**src/rtl/bpr_pkg.sv**
```systemverilog
// Package: shared types for the radix-4 array multiplier.
// Assumes nothing beyond IEEE 1800-2017 packed structs.
package bpr_pkg;

    // Recoded digit: magnitude select plus sign
    typedef struct packed {
        logic neg;   // digit is negative
        logic one;   // magnitude 1
        logic two;   // magnitude 2
    } bpr_digit_t;

endpackage

```
**src/rtl/bpr_recode.sv**
```systemverilog
// Module: bpr_recode
// Turns one multiplier triplet (upper bit, lower bit, bit below) into a
// signed radix-4 digit. Assumes the caller supplies 0 for the bit below
// bit 0. The codes 000 and 111 both give zero with the sign cleared.
module bpr_recode
    import bpr_pkg::*;
(
    input  logic [2:0] trip_i,
    output bpr_digit_t dig_o
);

    // Decode the triplet into sign and magnitude selects
    always_comb begin
        dig_o.neg = trip_i[2] & ~(trip_i[1] & trip_i[0]);
        dig_o.one = trip_i[1] ^ trip_i[0];
        dig_o.two = (trip_i[2] & ~trip_i[1] & ~trip_i[0]) |
                    (~trip_i[2] & trip_i[1] & trip_i[0]);
    end

    // Guard: at most one magnitude select, and no negative zero
    always_comb begin
        p_sel_onehot_r2: assert ($onehot0({dig_o.one, dig_o.two}))
            else $error("recode: both magnitude selects active");
        p_no_neg_zero_r2: assert (!(dig_o.neg && !dig_o.one && !dig_o.two))
            else $error("recode: negative sign on zero digit");
    end

endmodule

```
**src/rtl/bpr_cla4.sv**
```systemverilog
// Module: bpr_cla4
// One adder slice of a row. Every internal carry is formed in lookahead
// form from the slice's generate/propagate terms and the carry in.
// Assumes W is small (default 4), since the lookahead terms grow as W^2.
module bpr_cla4 #(
    parameter int W = 4
) (
    input  logic [W-1:0] a_i,
    input  logic [W-1:0] b_i,
    input  logic         cin_i,
    output logic [W-1:0] sum_o,
    output logic         cout_o
);

    logic [W-1:0] gen;
    logic [W-1:0] prop;
    logic [W:0]   carry;

    // Generate and propagate terms per bit
    always_comb begin
        gen  = a_i & b_i;
        prop = a_i ^ b_i;
    end

    // Lookahead carries: each carry expanded directly from gen/prop/cin
    always_comb begin
        logic term;
        logic cnext;
        carry[0] = cin_i;
        for (int i = 0; i < W; i++) begin
            term = cin_i;
            for (int j = 0; j <= i; j++) term = term & prop[j];
            cnext = term;
            for (int j = 0; j <= i; j++) begin
                term = gen[j];
                for (int k = j + 1; k <= i; k++) term = term & prop[k];
                cnext = cnext | term;
            end
            carry[i+1] = cnext;
        end
    end

    // Sum bits and slice carry out
    always_comb begin
        sum_o  = prop ^ carry[W-1:0];
        cout_o = carry[W];
    end

    // Guard: slice result matches plain addition
    always_comb begin
        p_slice_sum_r4: assert ({cout_o, sum_o} ==
                                ({1'b0, a_i} + {1'b0, b_i} + {{W{1'b0}}, cin_i}))
            else $error("slice: lookahead sum mismatch");
    end

endmodule

```
**src/rtl/bpr_row.sv**
```systemverilog
// Module: bpr_row
// One row of the array. It recodes its triplet and selects 0, M or 2M,
// inverting the summand and injecting a carry for negative digits. It then
// adds the summand to the incoming partial-product window through a chain
// of lookahead slices. Assumes AW >= N+2, so that +/-2M and the running
// value fit in the window without overflow.
module bpr_row
    import bpr_pkg::*;
#(
    parameter int N       = 16,
    parameter int SLICE_W = 4,
    parameter int CELLS   = 5,
    parameter int AW      = CELLS * SLICE_W
) (
    input  logic [AW-1:0] h_i,
    input  logic [N-1:0]  mc_i,
    input  logic [2:0]    trip_i,
    output logic [AW-1:0] sum_o
);

    bpr_digit_t         dig;
    logic [AW-1:0]      mx;
    logic [AW-1:0]      sel;
    logic [AW-1:0]      opnd;
    logic [CELLS:0]     cc;

    bpr_recode u_recode (
        .trip_i (trip_i),
        .dig_o  (dig)
    );

    // Sign-extend the multiplicand and pick the summand magnitude
    always_comb begin
        mx   = {{(AW-N){mc_i[N-1]}}, mc_i};
        sel  = dig.two ? (mx << 1) : (dig.one ? mx : '0);
        opnd = dig.neg ? ~sel : sel;
    end

    // Carry into the lowest slice completes the two's-complement negation
    assign cc[0] = dig.neg;

    for (genvar c = 0; c < CELLS; c++) begin : g_cell
        bpr_cla4 #(.W(SLICE_W)) u_cell (
            .a_i    (h_i[c*SLICE_W +: SLICE_W]),
            .b_i    (opnd[c*SLICE_W +: SLICE_W]),
            .cin_i  (cc[c]),
            .sum_o  (sum_o[c*SLICE_W +: SLICE_W]),
            .cout_o (cc[c+1])
        );
    end

    // Guard: row result equals incoming value plus digit times multiplicand
    always_comb begin
        logic signed [2:0]    dref;
        logic signed [AW-1:0] dext;
        logic signed [AW-1:0] mref;
        logic signed [AW-1:0] rref;
        logic                 top_c;
        unique case (trip_i)
            3'b001, 3'b010: dref = 3'sd1;
            3'b011:         dref = 3'sd2;
            3'b100:         dref = -3'sd2;
            3'b101, 3'b110: dref = -3'sd1;
            default:        dref = 3'sd0;
        endcase
        dext  = {{(AW-3){dref[2]}}, dref};
        mref  = $signed({{(AW-N){mc_i[N-1]}}, mc_i});
        rref  = $signed(h_i) + mref * dext;
        top_c = cc[CELLS];
        p_row_sum_r3: assert (sum_o == rref)
            else $error("row: sum mismatch (top carry %0b)", top_c);
    end

endmodule

```
**src/rtl/bpr_mult.sv**
```systemverilog
// Module: bpr_mult (top)
// Signed N x N multiplier built as a chain of N/2 recoded rows. Row r
// handles multiplier pair r. Its output window is shifted right by two, and
// its two lowest bits retire into the low half of the product. A register
// stage follows every PIPE_EVERY rows (0 = fully combinational). The
// operands travel with the data, so a new pair can enter every cycle.
// Assumes N is even.
module bpr_mult #(
    parameter int N          = 16,
    parameter int SLICE_W    = 4,
    parameter int PIPE_EVERY = 4
) (
    input  logic            clk,
    input  logic            rst_n,
    input  logic [N-1:0]    mcand_i,
    input  logic [N-1:0]    mplier_i,
    output logic [2*N-1:0]  product_o
);

    localparam int ROWS  = N / 2;
    localparam int PW    = 2 * N;
    localparam int HW    = N + 2;
    localparam int CELLS = (HW + SLICE_W - 1) / SLICE_W;
    localparam int AW    = CELLS * SLICE_W;
    localparam int PDIV  = (PIPE_EVERY > 0) ? PIPE_EVERY : 1;

    // Chain between rows: window, retired bits, and operands carried along
    logic [AW-1:0] h_in [ROWS+1];
    logic [N-1:0]  lo   [ROWS+1];
    logic [N-1:0]  mc   [ROWS+1];
    logic [N:0]    mq   [ROWS+1];

    assign h_in[0] = '0;
    assign lo[0]   = '0;
    assign mc[0]   = mcand_i;
    assign mq[0]   = {mplier_i, 1'b0};

    for (genvar r = 0; r < ROWS; r++) begin : g_row
        logic [AW-1:0] row_sum;
        logic [AW-1:0] h_nx;
        logic [N-1:0]  lo_nx;

        bpr_row #(
            .N       (N),
            .SLICE_W (SLICE_W),
            .CELLS   (CELLS),
            .AW      (AW)
        ) u_row (
            .h_i    (h_in[r]),
            .mc_i   (mc[r]),
            .trip_i (mq[r][2*r +: 3]),
            .sum_o  (row_sum)
        );

        // Retire two settled bits and shift the window right by two
        always_comb begin
            h_nx = {{2{row_sum[AW-1]}}, row_sum[AW-1:2]};
            lo_nx = lo[r];
            lo_nx[2*r +: 2] = row_sum[1:0];
        end

        if ((PIPE_EVERY > 0) && (((r + 1) % PDIV) == 0)) begin : g_stage
            logic [AW-1:0] h_q;
            logic [N-1:0]  lo_q;
            logic [N-1:0]  mc_q;
            logic [N:0]    mq_q;

            // Stage register: clears on reset, otherwise captures the row outputs
            always_ff @(posedge clk) begin
                if (!rst_n) begin
                    h_q  <= '0;
                    lo_q <= '0;
                    mc_q <= '0;
                    mq_q <= '0;
                end else begin
                    h_q  <= h_nx;
                    lo_q <= lo_nx;
                    mc_q <= mc[r];
                    mq_q <= mq[r];
                end
            end

            assign h_in[r+1] = h_q;
            assign lo[r+1]   = lo_q;
            assign mc[r+1]   = mc_q;
            assign mq[r+1]   = mq_q;
        end else begin : g_pass
            assign h_in[r+1] = h_nx;
            assign lo[r+1]   = lo_nx;
            assign mc[r+1]   = mc[r];
            assign mq[r+1]   = mq[r];
        end
    end

    // Assemble the product: high half from the window, low half retired
    assign product_o = {h_in[ROWS][N-1:0], lo[ROWS]};

    // Guard: output equals the product of the operands that travelled with it
    always_comb begin
        logic signed [PW-1:0] pref;
        pref = $signed(mc[ROWS]) * $signed(mq[ROWS][N:1]);
        p_product_match_r1: assert (product_o == pref)
            else $error("top: product mismatch");
        p_high_sign_r1: assert (h_in[ROWS][AW-1:N] == {(AW-N){product_o[PW-1]}})
            else $error("top: window sign bits disagree with product sign");
    end

endmodule

```
**config.mk**
```make
export PLATFORM = sky130hd
export DESIGN_NAME = bpr_mult
export DESIGN_NICKNAME = d
export VERILOG_FILES = /design/src/rtl/bpr_pkg.sv /design/src/rtl/bpr_recode.sv /design/src/rtl/bpr_cla4.sv /design/src/rtl/bpr_row.sv /design/src/rtl/bpr_mult.sv
export SDC_FILE = /design/constraint.sdc
export NUM_CORES = 1
export LEC_CHECK = 0
export ABC_CLOCK_PERIOD_IN_PS = 11000
export BUFFER_PORTS_ARGS = -buffer_cell sky130_fd_sc_hd__buf_2
export CORE_ASPECT_RATIO = 1.25
export CORE_MARGIN = 2
export CORE_UTILIZATION = 55
export DETAILED_ROUTE_END_ITERATION = 12
export PLACE_DENSITY_LB_ADDON = 0.05
export RECOVER_POWER = 50
export SLEW_MARGIN = 10
export SYNTH_ARGS = -nofsm -noshare
export SYNTH_HDL_FRONTEND = slang
export SYNTH_SLANG_ARGS = --single-unit
```
**constraint.sdc**
```tcl
create_clock -name clk -period 11 [get_ports clk]
set_input_delay 0.55 -clock clk [delete_from_list [all_inputs] [get_ports clk]]
set_output_delay 0.55 -clock clk [all_outputs]
set_load 0.02 [all_outputs]
```
==> results.py <==
metrics = {
    "clock_tree": {
        "cts.clk_slew.worst_paths_ps": 70,
        "htreeDepth": 3,
        "clkSinkCount": 83,
        "root_buffer": "clkbuf_16",
        "postCtsResizedCells": 0,
        "clkLatencyLatePin_ps": 360,
        "cts_tree": "built",
        "clk_path_buf_depth": 2,
        "cts_buffers": 9,
        "post-cts-setup-buffer-count": 0,
        "holdBufCountCts": 0,
    },
    "place": {
        "io_buffers": 65,
        "gp_congestion": 0.790,
        "dp_hpwl_mm": 16.2,
        "place_area_um2": 10700,
    },
    "worst_setup_path": {
        "endpoint": "g_row[7].g_stage.h_q[15]",
        "crit_path_frequent_cell": "o21a_1",
        "crit_arrival_ps": 10240,
        "startpoint": "g_row[3].g_stage.mq_q[10]",
        "rrSetupSlack_ps": 1000,
        "slowest_stage": "fa_1",
        "crit_path_end_kind": "flip-flop",
        "worst_r2r_path_depth": 49,
        "crit_path_max_incr_delay_ps": 440,
        "cp-start-kind": "flip-flop",
        "crit_required_ps": 11240,
        "regToRegStartpoint": "g_row[3].g_stage.mq_q[10]",
        "cp_max_fo": 16,
        "critical_path_class": "reg -> reg",
        "r2r-end": "g_row[7].g_stage.h_q[15]",
    },
    "grt": {
        "overflow": 0,
        "antenna_found_initial": 0,
        "grt_max_degree": 88,
        "grt_pass1_vias": 7874,
        "grt_pass1_wl_mm": 34.9,
        "grt_use_total_pct": 20.6,
    },
    "floorplanning": {
        "core-area_um2": 18600,
        "design.portCount": 66,
        "start_util_pct": 55.5,
        "die_area_um2": 19900,
        "rows": 56,
        "fp.dieW_um": 126,
        "die_h_um": 157,
    },
    "timing": {
        "setup_violations": 0,
        "slew_viol_final": 88,
        "timing.final.hold_violations": 0,
        "setup_tns_ps": 0,
        "fmax_mhz": 100,
        "min_period_ps": 10000,
        "rsz0062_at_grt": "no",
        "maxSlewHeadroom_pct": -77.6,
        "skew_ps": 12.1,
        "finalCritPeriodShare_pct": 90.9,
        "worst_slew_pin_slew_ps": 2660,
    },
    "routing": {
        "vias_per_cell": 5.49,
        "drtAntennaViolNets": 0,
        "drt-pass1-iter-count": 4,
        "via_count": 8160,
        "drtIter0Drc": 193,
        "wirelength_mm": 20.1,
        "drt-wirelength-per-cell_um": 13.5,
        "drc": 0,
    },
    "synthesis": {
        "synth_area_um2": 10300,
        "synth-seq-cells": 83,
        "avgSynthCellArea_um2": 8.30,
        "yosysSeqAreaShare_pct": 16.1,
        "yosysWarnings": 0,
        "syn-instance-count": 1242,
        "syn-num-nets": 1483,
        "synth_cell_types": 41,
    },
    "job": {
        "maxCapViolations": 1,
    },
    "outcome": {
        "outcome": "complete, but fails checks",
        "violations": "max-capacitance violations, max-slew violations",
    },
    "power_and_ir_drop": {
        "cellPowerDensity_nw_per_um2": 277,
        "leakagePower_nw": 5.28,
        "vdd.ir_drop.worst_mv": 0.116,
    },
    "layout": {
        "final_cell_mix": "ha_1 (179), xnor2_1 (158), a21oi_1 (138)",
        "final_area_um2": 11000,
        "insertedDiodeCount": 0,
        "layout-drive-gt1-share_pct": 6.61,
        "num-fill-cells": 1784,
        "final_common_cell": "ha_1",
        "area_growth_pct": 6.26,
        "final_nets": 1491,
    },
    "hold_path": {
        "min_path_type": "in -> reg",
    },
}
==> metrics by stage <==
step	worst slack [ps]	hold WS [ps]	power, mW	utilization, %	instances
floorplan	1680	412	2.33	-	1242
global placement	1190	415	2.72	57.6	1471
detailed placement	968	420	2.76	57.6	1471
CTS	918	381	3.10	59.2	1487
global route	196	392	3.46	59.0	1487
finish	1000	391	3.03	59.0	1487
==> critical path: cells and delay by family, from the launching register on <==
kind | cells | cell delay [ps]
adders and majority gates | 12 | 3260
DFF | 1 | 360
AOI/OAI and AO/OA | 18 | 3470
xor gates and xnor gates | 3 | 410
buffers and inverters | 5 | 350
and+or+nand+nor | 11 | 2030
==> worst min path at each step <==
| stage | end | from | depth (start not counted) |
|---|---|---|---|
| after floorplan | g_row[7].g_stage.lo_q[0] | g_row[3].g_stage.lo_q[0] | 1 |
| after global placement | g_row[7].g_stage.lo_q[2] | g_row[3].g_stage.lo_q[2] | 1 |
| after detailed placement | g_row[7].g_stage.lo_q[6] | g_row[3].g_stage.lo_q[6] | 1 |
| after CTS | g_row[3].g_stage.mq_q[15] | mplier_i[14] | 2 |
| after global routing | g_row[3].g_stage.mq_q[16] | mplier_i[15] | 2 |
| final | g_row[3].g_stage.mq_q[15] | mplier_i[14] | 2 |
==> flip-flops by register name (all words and copies together), names as in the netlist <==
| register | cells |
|---|---|
| g_row.g_stage.h_q | 34 |
| g_row.g_stage.lo_q | 24 |
| g_row.g_stage.mq_q | 9 |
| g_row.g_stage.mc_q | 16 |
==> cells in the mapped netlist <==
cell	instances	share of area, %
xor2_1	31	2.6
nor3_1	33	1.6
o22a_1	1	0.085
fa_1	28	5.4
xnor2_1	158	13
nand2b_1	26	1.6
dfxtp_1	83	16
o41ai_2	4	0.63
mux2i_1	5	0.49
nand4b_1	1	0.085
or2_1	4	0.24
buf_1	3	0.11
a221o_1	1	0.097
or3_1	11	0.67
and3_1	113	6.9
and3b_1	5	0.42
ha_1	179	22
nor4b_1	2	0.17
a21boi_0	1	0.073
inv_2	1	0.036
o21ai_0	34	1.7
buf_2	17	0.83
or2_2	7	0.42
nand3_1	6	0.29
o21ai_1	1	0.048
nor3b_1	11	0.80
or3b_1	1	0.085
buf_6	1	0.11
o22ai_1	2	0.12
a22oi_1	1	0.073
nand3b_1	2	0.15
nor2b_1	9	0.55
o31ai_1	4	0.29
clkbuf_1	55	2.0
nand2_1	15	0.55
and2_1	63	3.8
inv_1	71	2.6
o21a_1	63	4.6
nor2_1	50	1.8
a21oi_1	138	6.7
or4_1	1	0.073
==> power breakdown <==
group          internal (mW)  switching (mW)
Clock                  0.162           0.144
Sequential             0.399          0.0358
Combinational           1.09            1.21
Total                   1.65            1.39
==> per-layer routing <==
layer	up-vias	wire, um	track usage [%]
met4	0	403	6.28
li1	4258	-	-
met1	3810	8370	22.0
met5	-	0	0
met2	68	11000	41.8
met3	24	334	2.28
==> cell families after synthesis <==
logic type / Yosys count / share of synthesized area (%)
AO/OA/AOI/OAI: 250 / 14.4
multiplexers: 5 / 0.485
flip-flops: 83 / 16.1
buffers and inverters: 148 / 5.67
adder cells (fa/ha/maj): 207 / 27.2
AND/OR/NAND/NOR: 360 / 20.2
XOR/XNOR: 189 / 16.1
==> cell type report <==
type                       instances  area (um^2)  area share, %
clock buffer                       9          225           2.06
timing repair buffer              73          353           3.22
clock inverter                     7         76.3          0.697
inverter                          72          270           2.47
tap                              232          290           2.65
sequential                        83         1660           15.2
multi-input combinational       1011         8080           73.7
Power figures use the tool's default switching activity.
